`src/rtl/hppi_pkg.sv`:
```
package hppi_pkg;
  localparam int NUM_IRQ  = 32;
  localparam int PRIO_W   = 8;
  localparam int NUM_GRP  = 3;
  localparam int COARSE_W = 6;

  // group-enable bit positions
  localparam int GE_G0    = 0;
  localparam int GE_G1SEC = 1;
  localparam int GE_G1NS  = 2;

  function automatic int unsigned grp_sel(input logic modifier, input logic grp);
    case ({modifier, grp})
      2'b00:   return GE_G0;
      2'b10:   return GE_G1SEC;
      default: return GE_G1NS;
    endcase
  endfunction
endpackage

```
`src/rtl/hppi_qual.sv`:
```
module hppi_qual
  import hppi_pkg::*;
#(
  parameter int N  = NUM_IRQ,
  parameter int PW = PRIO_W,
  parameter int CW = COARSE_W
) (
  input  logic [N-1:0]      pend_i,
  input  logic [N-1:0]      en_i,
  input  logic [N-1:0]      grp_i,
  input  logic [N-1:0]      grpmod_i,
  input  logic [N*PW-1:0]   prio_i,
  input  logic [NUM_GRP-1:0] grp_en_i,
  input  logic              coarse_i,
  output logic [N-1:0]      cand_o,
  output logic [N*PW-1:0]   eff_o
);
  localparam int SHIFT = PW - CW;

  for (genvar i = 0; i < N; i++) begin : g_line
    logic ge;
    logic [PW-1:0] raw;
    assign raw = prio_i[i*PW +: PW];
    assign ge  = grp_en_i[grp_sel(grpmod_i[i], grp_i[i])];
    assign cand_o[i] = pend_i[i] & en_i[i] & ge;
    assign eff_o[i*PW +: PW] = coarse_i ? {raw[CW-1:0], {SHIFT{1'b0}}} : raw;
  end
endmodule

```
`src/rtl/hppi_tree.sv`:
```
module hppi_tree #(
  parameter int N   = 32,
  parameter int PW  = 8,
  parameter int IDW = $clog2(N)
) (
  input  logic             clk,
  input  logic             rst,
  input  logic [N-1:0]     cand_i,
  input  logic [N*PW-1:0]  prio_i,
  output logic             win_vld_o,
  output logic [IDW-1:0]   win_id_o,
  output logic [PW-1:0]    win_prio_o
);
  localparam int LVL = $clog2(N);
  localparam int NP  = 1 << LVL;

  for (genvar l = 0; l <= LVL; l++) begin : g_lvl
    localparam int W = NP >> l;
    logic [W-1:0]     v;
    logic [W*IDW-1:0] id;
    logic [W*PW-1:0]  pr;
    if (l == 0) begin : g_leaf
      for (genvar i = 0; i < W; i++) begin : g_n
        assign id[i*IDW +: IDW] = IDW'(i);
        if (i < N) begin : g_real
          assign v[i] = cand_i[i];
          assign pr[i*PW +: PW] = prio_i[i*PW +: PW];
        end else begin : g_pad
          assign v[i] = 1'b0;
          assign pr[i*PW +: PW] = '1;
        end
      end
    end else begin : g_node
      for (genvar i = 0; i < W; i++) begin : g_n
        logic lv, rv, take_l;
        logic [PW-1:0] lp, rp;
        assign lv = g_lvl[l-1].v[2*i];
        assign rv = g_lvl[l-1].v[2*i+1];
        assign lp = g_lvl[l-1].pr[(2*i)*PW +: PW];
        assign rp = g_lvl[l-1].pr[(2*i+1)*PW +: PW];
        // left branch holds the lower IDs, so it keeps ties
        assign take_l = lv & (~rv | (lp <= rp));
        assign v[i] = lv | rv;
        assign id[i*IDW +: IDW] = take_l ? g_lvl[l-1].id[(2*i)*IDW +: IDW]
                                         : g_lvl[l-1].id[(2*i+1)*IDW +: IDW];
        assign pr[i*PW +: PW] = take_l ? lp : rp;
      end
    end
  end

  assign win_vld_o  = g_lvl[LVL].v[0];
  assign win_id_o   = g_lvl[LVL].id[IDW-1:0];
  assign win_prio_o = g_lvl[LVL].pr[PW-1:0];

  // winner checks against every leaf
  always_ff @(posedge clk) begin
    if (!rst) begin
      for (int i = 0; i < N; i++) begin
        if (cand_i[i]) begin
          p_best_prio_r3: assert (win_vld_o && win_prio_o <= prio_i[i*PW +: PW]);
          if (prio_i[i*PW +: PW] == win_prio_o) begin
            p_tie_low_id_r4: assert (int'(win_id_o) <= i);
          end
        end
      end
    end
  end
endmodule

```
`src/rtl/hppi_select.sv`:
```
module hppi_select
  import hppi_pkg::*;
#(
  parameter int N   = NUM_IRQ,
  parameter int PW  = PRIO_W,
  parameter int CW  = COARSE_W,
  parameter int IDW = $clog2(N)
) (
  input  logic               clk,
  input  logic               rst,
  input  logic [N-1:0]       pend_i,
  input  logic [N-1:0]       en_i,
  input  logic [N-1:0]       grp_i,
  input  logic [N-1:0]       grpmod_i,
  input  logic [N*PW-1:0]    prio_i,
  input  logic [NUM_GRP-1:0] grp_en_i,
  input  logic               coarse_i,
  output logic               valid_o,
  output logic [IDW-1:0]     id_o,
  output logic [PW-1:0]      prio_o
);
  localparam logic [PW-1:0] IDLE_PRIO = '1;

  logic [N-1:0]    cand;
  logic [N*PW-1:0] eff;
  logic            w_vld;
  logic [IDW-1:0]  w_id;
  logic [PW-1:0]   w_prio;

  hppi_qual #(.N(N), .PW(PW), .CW(CW)) u_qual (
    .pend_i(pend_i), .en_i(en_i), .grp_i(grp_i), .grpmod_i(grpmod_i),
    .prio_i(prio_i), .grp_en_i(grp_en_i), .coarse_i(coarse_i),
    .cand_o(cand), .eff_o(eff)
  );

  hppi_tree #(.N(N), .PW(PW), .IDW(IDW)) u_tree (
    .clk(clk), .rst(rst), .cand_i(cand), .prio_i(eff),
    .win_vld_o(w_vld), .win_id_o(w_id), .win_prio_o(w_prio)
  );

  always_ff @(posedge clk) begin
    if (rst) begin
      valid_o <= 1'b0;
      id_o    <= '0;
      prio_o  <= IDLE_PRIO;
    end else begin
      valid_o <= w_vld;
      id_o    <= w_vld ? w_id : '0;
      prio_o  <= w_vld ? w_prio : IDLE_PRIO;
    end
  end

  p_winner_qualified_r1: assert property (@(posedge clk) disable iff (rst)
    valid_o |-> ((($past(pend_i & en_i) >> id_o) & N'(1)) != '0));

  p_idle_code_r6: assert property (@(posedge clk) disable iff (rst)
    !valid_o |-> (prio_o == IDLE_PRIO && id_o == '0));

  p_empty_invalid_r6: assert property (@(posedge clk) disable iff (rst)
    ($past(pend_i & en_i) == '0) |-> !valid_o);
endmodule

```
`config.mk`:
```
export PLATFORM = sky130hd
export DESIGN_NAME = hppi_select
export DESIGN_NICKNAME = d
export VERILOG_FILES = /design/src/rtl/hppi_pkg.sv /design/src/rtl/hppi_qual.sv /design/src/rtl/hppi_tree.sv /design/src/rtl/hppi_select.sv
export SDC_FILE = /design/constraint.sdc
export NUM_CORES = 1
export LEC_CHECK = 0
export CAP_MARGIN = 30
export CORE_UTILIZATION = 35
export DETAILED_ROUTE_END_ITERATION = 10
export DONT_BUFFER_PORTS = 1
export PLACE_DENSITY = 0.54
export SLEW_MARGIN = 20
export SYNTH_ARGS = -nofsm -noshare
export SYNTH_HDL_FRONTEND = slang
export SYNTH_SLANG_ARGS = --single-unit
```
`constraint.sdc`:
```
create_clock -name clk -period 18.12 [get_ports clk]
set_clock_uncertainty 0.05 [all_clocks]
set_input_delay 1.812 -clock clk [delete_from_list [all_inputs] [get_ports clk]]
set_output_delay 1.812 -clock clk [all_outputs]
set_load 0.05 [all_outputs]
```
==> flow_metrics.tcl, run 1 <==
set metrics [dict create \
    critPathKind "in2reg" \
    die_area_mm2 0.0392 \
    drv_cap 0 \
    vias_per_cell 5.56 \
    synthDominantCellAreaShare_pct 22.9 \
    grt-ovfl-total 0 \
    ant_nets 0 \
    layout.nets 2298 \
    grt_use_total_pct 20.2 \
    hold_viol_final 0 \
    cts_resized 0 \
    placed_cells 2167 \
    hpwlAfterDp_um 36200 \
    setup_tns_ns 0 \
    synth_cells 1706 \
    port_buffers 0 \
    hold_class "in2reg" \
    synthTopCellsByCount "mux2i_1, ha_1, inv_1" \
    ctsLongestPathBuffers 2 \
    status "complete, no violations" \
    pin_count 404 \
    first_pass_iters 4 \
    worstHoldStart "rst" \
    total_power_uw 781 \
    post_cts_buffers 0 \
    grt_pass1_vias 12200 \
    synth_most_common_cell "mux2i_1" \
    drc 0 \
    die_h_um 198 \
    yosysUniqueCellTypes 71 \
    fin_crit_sh_pct 67.5 \
    path_clk_slew_ns 0.05 \
    gp_congestion 0.904 \
    critPathMaxStageDelay_ns 0.57 \
    clock_sinks 14 \
    wl_um 41200 \
    fmax_mhz 81.8 \
    power.density_mw_per_mm2 55.9 \
    slew_violations 0 \
    clock-root-buffer "clkbuf_16" \
    grt_pass1_wl_um 63200 \
    p_leak_uw 0.00677 \
    initial_core_util_pct 35.6 \
    cp.arrival_ns 12.35 \
    antenna_found_initial 3 \
    peakVddDrop_v 0.0000360 \
    initialDrtViolationCount 489 \
    synth_fp_nets 2342 \
    avgSynthCellArea_um2 7.87 \
    tritoncts "done" \
    core-area_mm2 0.0378 \
    wl_per_cell_um 19.0 \
    fin_crit_ns 12.23 \
    cpMostUsedCell "o21ai_0" \
    worst_slew_pin_slew_ns 0.870 \
    endpoint_kind "flip-flop" \
    h-tree-depth 1 \
    cts_hold_buf 0 \
    holdPathEnd "valid_o" \
    whs_path_depth 1 \
    final_cells 2173 \
    rows 71 \
    synth_top_area_cell "ha_1" \
    setup_viol 0 \
    utilization_pct 37.0 \
    async_flop_share_pct 0 \
    grt_max_degree 261 \
    crit_fanout 260 \
    synth_warnings 0 \
    cp_slowest_cell "a21oi_2" \
    final_layout_size_suffix_gt1_share_pct 12.2 \
    crit_path_start_kind "primary input" \
    syn_to_final_growth_pct 4.03 \
    synthTopCellsByArea "ha_1, mux2i_1, mux2_2" \
    die_w_um 198 \
    required_ns 18.24 \
    netlist_area_mm2 0.0134 \
    ys_seq_area_share_pct 2.09 \
    max-slew-margin-rel_pct 41.5 \
    cts_inserted_buffers 3 \
    rsz0062_at_grt "false" \
    vias 12100 \
    synthFlopType "dfxtp_1" \
    ys_ff_latch 14 \
    synth_enable_flop_cells 0 \
]
how the worst max path moves through the flow:
stage | from | to | slack (ns) | cells past startpoint
after floorplan | coarse_i | prio_o[3] | 5.35 | 62
after global placement | coarse_i | prio_o[3] | 5.65 | 46
after detailed placement | coarse_i | prio_o[3] | 5.73 | 51
after CTS | coarse_i | prio_o[3] | 5.98 | 51
after global routing | coarse_i | prio_o[3] | 5.07 | 49
final | coarse_i | id_o[1] | 5.89 | 52
report_power, final:
part	internal, uW	switching [uW]
clock	33.5	13.6
combinational	284	348
sequential	44.7	56.2
worst max-delay path, delay by kind of cell:
family | cells | cell delay [ns]
buffers and inverters | 5 | 0.78
muxes | 3 | 0.97
and+or+nand+nor | 9 | 1.82
adders and majority gates | 5 | 1.42
AOI/OAI and AO/OA | 30 | 5.33
per-layer routing:
metal | global-route usage (%) | routed length [um] | part of all wire, % | vias up
met5 | 0 | 0 | 0 | -
met2 | 38.2 | 20500 | 50 | 340
met1 | 25.0 | 18300 | 44 | 5544
li1 | - | - | - | 6183
met4 | 2.53 | 422 | 1.0 | 0
met3 | 1.86 | 2050 | 5.0 | 16
cells by family after synthesis:
family	share of synthesized area, %
mux	32.5
simple gates	15.1
compound gates	19.0
buf+inv	8.14
fa+ha+maj	23.1
flops	2.09
xor+xnor	0.130
registers in the layout (all words and copies together) (netlist names):
signal and count:
valid_o 1, prio_o 8, id_o 5
stage by stage:
step	hold slack, ns	instance area (um^2)	setup WS [ns]
6_report	1.58	14000	5.89
5_1_grt	1.58	14000	5.07
4_1_cts	1.58	14000	5.98
3_5_place_dp	1.84	13900	5.73
3_3_place_gp	1.84	13800	5.65
2_1_floorplan	1.83	13400	5.35
area by class of cell:
cell class                 count  area (um^2)
antenna                        1         2.50
clock buffer                   4         88.8
fill                        3968        23800
inverter                     209          785
multi-input combinational   1422        12100
sequential                    14          280
tap                          511          639
timing repair buffer          12         93.8
cells in the final DEF, fill, tap and decap left out, types with 4 or more instances in the layout:
cell type and instances:
a2111oi_0 4, a211oi_1 7, a21o_1 27, a21oi_1 91
a21oi_2 5, a221oi_1 8, a22oi_1 4, a31oi_1 9
and2_1 12, and3_1 6, buf_4 11, dfxtp_1 14
ha_1 246, inv_1 209, mux2_2 148, mux2_4 5
mux2i_1 253, nand2_1 65, nand2b_1 76, nand3_1 32
nand4_1 45, nor2_1 67, nor2b_1 60, nor3_1 9
o2111a_1 5, o2111ai_1 12, o2111ai_2 8, o211ai_1 15
o21a_1 34, o21ai_0 75, o21ai_1 8, o21bai_1 9
o221ai_1 6, o22ai_1 5, o31ai_1 13, or2_2 5
Power figures use the tool's default switching activity.
==> run 2: changes to the inputs <==
--- a/config.mk
+++ b/config.mk
@@ -5,6 +5,7 @@
 export SDC_FILE = /design/constraint.sdc
 export NUM_CORES = 1
 export LEC_CHECK = 0
+export ABC_AREA = 1
 export CAP_MARGIN = 30
 export CORE_UTILIZATION = 35
 export DETAILED_ROUTE_END_ITERATION = 10
==> constraint.sdc (replaced) <==
create_clock -name clk -period 12.31 [get_ports clk]
set_clock_uncertainty 0.05 [all_clocks]
set_input_delay 1.231 -clock clk [delete_from_list [all_inputs] [get_ports clk]]
set_output_delay 1.231 -clock clk [all_outputs]
set_load 0.05 [all_outputs]
==> flow_metrics.tcl, run 2 <==
set metrics [dict create \
    status "complete, no violations" \
    cp_slowest_cell "inv_6" \
    p_sw_share_pct 61.1 \
    rows 70 \
    intPower_uw 448 \
    cpMostUsedCell "nand2_1" \
    port_buffers 0 \
    path_clk_slew_ns 0.05 \
    wl_um 47200 \
    wl_met1_um 21900 \
    synth_cells 2442 \
    maxUsedRoutingLayer "met5" \
    synth_top_area_cell "nand2_1" \
    seq_power_share_pct 13.0 \
    ant_nets 0 \
    die_w_um 197 \
    total_power_uw 1150 \
    cp.arrival_ns 11.22 \
    drc 0 \
    synthTopCellsByCount "nand2_1, o21ai_0, inv_1" \
    route.met3.wl_um 3430 \
    hold_viol_final 0 \
    avgSynthCellArea_um2 5.44 \
    finalWorstSetupSlack_ns 1.23 \
    clock_sinks 14 \
    crit_path_start_kind "primary input" \
    fmax_mhz 90.2 \
    pin_count 404 \
    vias 15100 \
    wl_per_cell_um 16.5 \
    die_h_um 197 \
    reg_top3 "prio_o (8), id_o (5), valid_o (1)" \
    initialDrtViolationCount 863 \
    yosysUniqueCellTypes 49 \
    peakVddDrop_v 0.0000705 \
    worst_slew_pin_slew_ns 0.779 \
    p_comb_share_pct 81.1 \
    cts_inserted_buffers 3 \
    antenna_found_initial 2 \
    h-tree-depth 1 \
    die_area_mm2 0.0387 \
    fin_crit_ns 11.08 \
    cts_hold_buf 0 \
    endpoint_kind "flip-flop" \
    rsz0062_at_grt "false" \
    synthMuxAreaShare_pct 2.26 \
    synth_compound_area_share_pct 23.1 \
    layout_commonest_cell "nand2_1" \
    synth-xor-area-share_pct 0 \
    setup_viol 0 \
    grt-ovfl-total 0 \
    power.density_mw_per_mm2 84.5 \
    ys_ff_latch 14 \
    first_pass_iters 5 \
    final_cell_mix "nand2_1, o21ai_0, inv_1" \
    clock-root-buffer "clkbuf_16" \
    p_leak_uw 0.00753 \
    vias_per_cell 5.26 \
    syn_to_final_growth_pct 2.40 \
    tritoncts "done" \
    drv_cap 0 \
    core-area_mm2 0.0370 \
    hpwlAfterDp_um 41000 \
    synthTopCellsByArea "nand2_1, ha_1, o21ai_0" \
    ctsLongestPathBuffers 2 \
    synthFlopType "dfxtp_1" \
    required_ns 12.44 \
    dp_slack_ns 0.991 \
    grt_use_total_pct 23.6 \
    hold_class "in2reg" \
    critPathKind "in2reg" \
    grt_pass1_wl_um 73200 \
    grt_max_degree 240 \
    synth_fp_nets 3078 \
    max-slew-margin-rel_pct 47.5 \
    synth_warnings 0 \
    synth_most_common_cell "nand2_1" \
    regMostFlops "prio_o" \
    netlist_area_mm2 0.0133 \
    gp_congestion 0.918 \
    grt_pass1_vias 14300 \
    slew_violations 0 \
    switchingPower_uw 702 \
    layout.nets 3000 \
    synth_fa_ha_area_share_pct 23.2 \
    yosys.area_share.simple_pct 37.7 \
    largest_reg_flops 8 \
    async_flop_share_pct 0 \
    fin_crit_sh_pct 90.0 \
    initial_core_util_pct 35.9 \
    synth_top_family_by_area "simple AND/OR/NAND/NOR gates" \
    setup_tns_ns 0 \
    critPathMaxStageDelay_ns 0.57 \
    pwr-share-clk_pct 5.9 \
    synthDominantCellAreaShare_pct 24.2 \
    final_layout_size_suffix_gt1_share_pct 3.68 \
    ys_seq_area_share_pct 2.11 \
    wl_met2_um 21000 \
    synth_enable_flop_cells 0 \
    utilization_pct 36.8 \
    crit_fanout 239 \
]
==> run 2: final timing paths <==
path / startpoint / to / slack [ns] / cells after the start
setup / recovery: coarse_i / id_o[0] / 1.23 / 53
hold / removal: rst / valid_o / 1.04 / 1
==> run 2: cell families after synthesis <==
family / count (synthesis)
and+or+nand+nor: 1216
adders and majority gates: 246
DFF: 14
buffers and inverters: 378
AOI/OAI and AO/OA: 558
muxes: 30
==> run 2: layer usage <==
metal	track usage, %	vias to the layer above
li1	-	7903
met1	31.4	6657
met2	39.3	473
met3	4.33	50
met4	4.91	2
met5	0	-
==> run 2: cell type report <==
cell class,count,area [um^2]
inverter,288,1090
clock buffer,4,88.8
antenna,1,2.50
fill,4290,23400
tap,504,631
multi-input combinational,2050,11500
timing repair buffer,7,52.6
sequential,14,280
==> run 2: repair_timing <==
item                       4_1_cts  5_1_grt
setup endpoints to repair        0        8
resized for setup                0        1
buffers inserted                 0        0
==> run 2: power groups by stage <==
stage / combinational, uW / clock (uW) / sequential (uW)
6_report: 932 / 67.8 / 149
2_1_floorplan: 727 / 0 / 132
3_5_place_dp: 925 / 0 / 150
5_1_grt: 1080 / 71.7 / 152
3_3_place_gp: 908 / 0 / 152
4_1_cts: 930 / 69.2 / 150
==> run 2: critical path: cells and delay by family <==
family | cells | cell delay, ns
adders and majority gates | 5 | 1.37
buffers and inverters | 6 | 1.67
and+or+nand+nor | 23 | 3.25
AOI/OAI and AO/OA | 19 | 3.47
==> run 2: per-stage QoR <==
stage	hold WS, ns	cell area [um^2]	cells
after floorplan	1.27	13300	2442
after global placement	1.30	13500	2862
after detailed placement	1.30	13500	2862
after CTS	1.04	13600	2866
after global routing	1.04	13600	2868
final	1.04	13600	2868
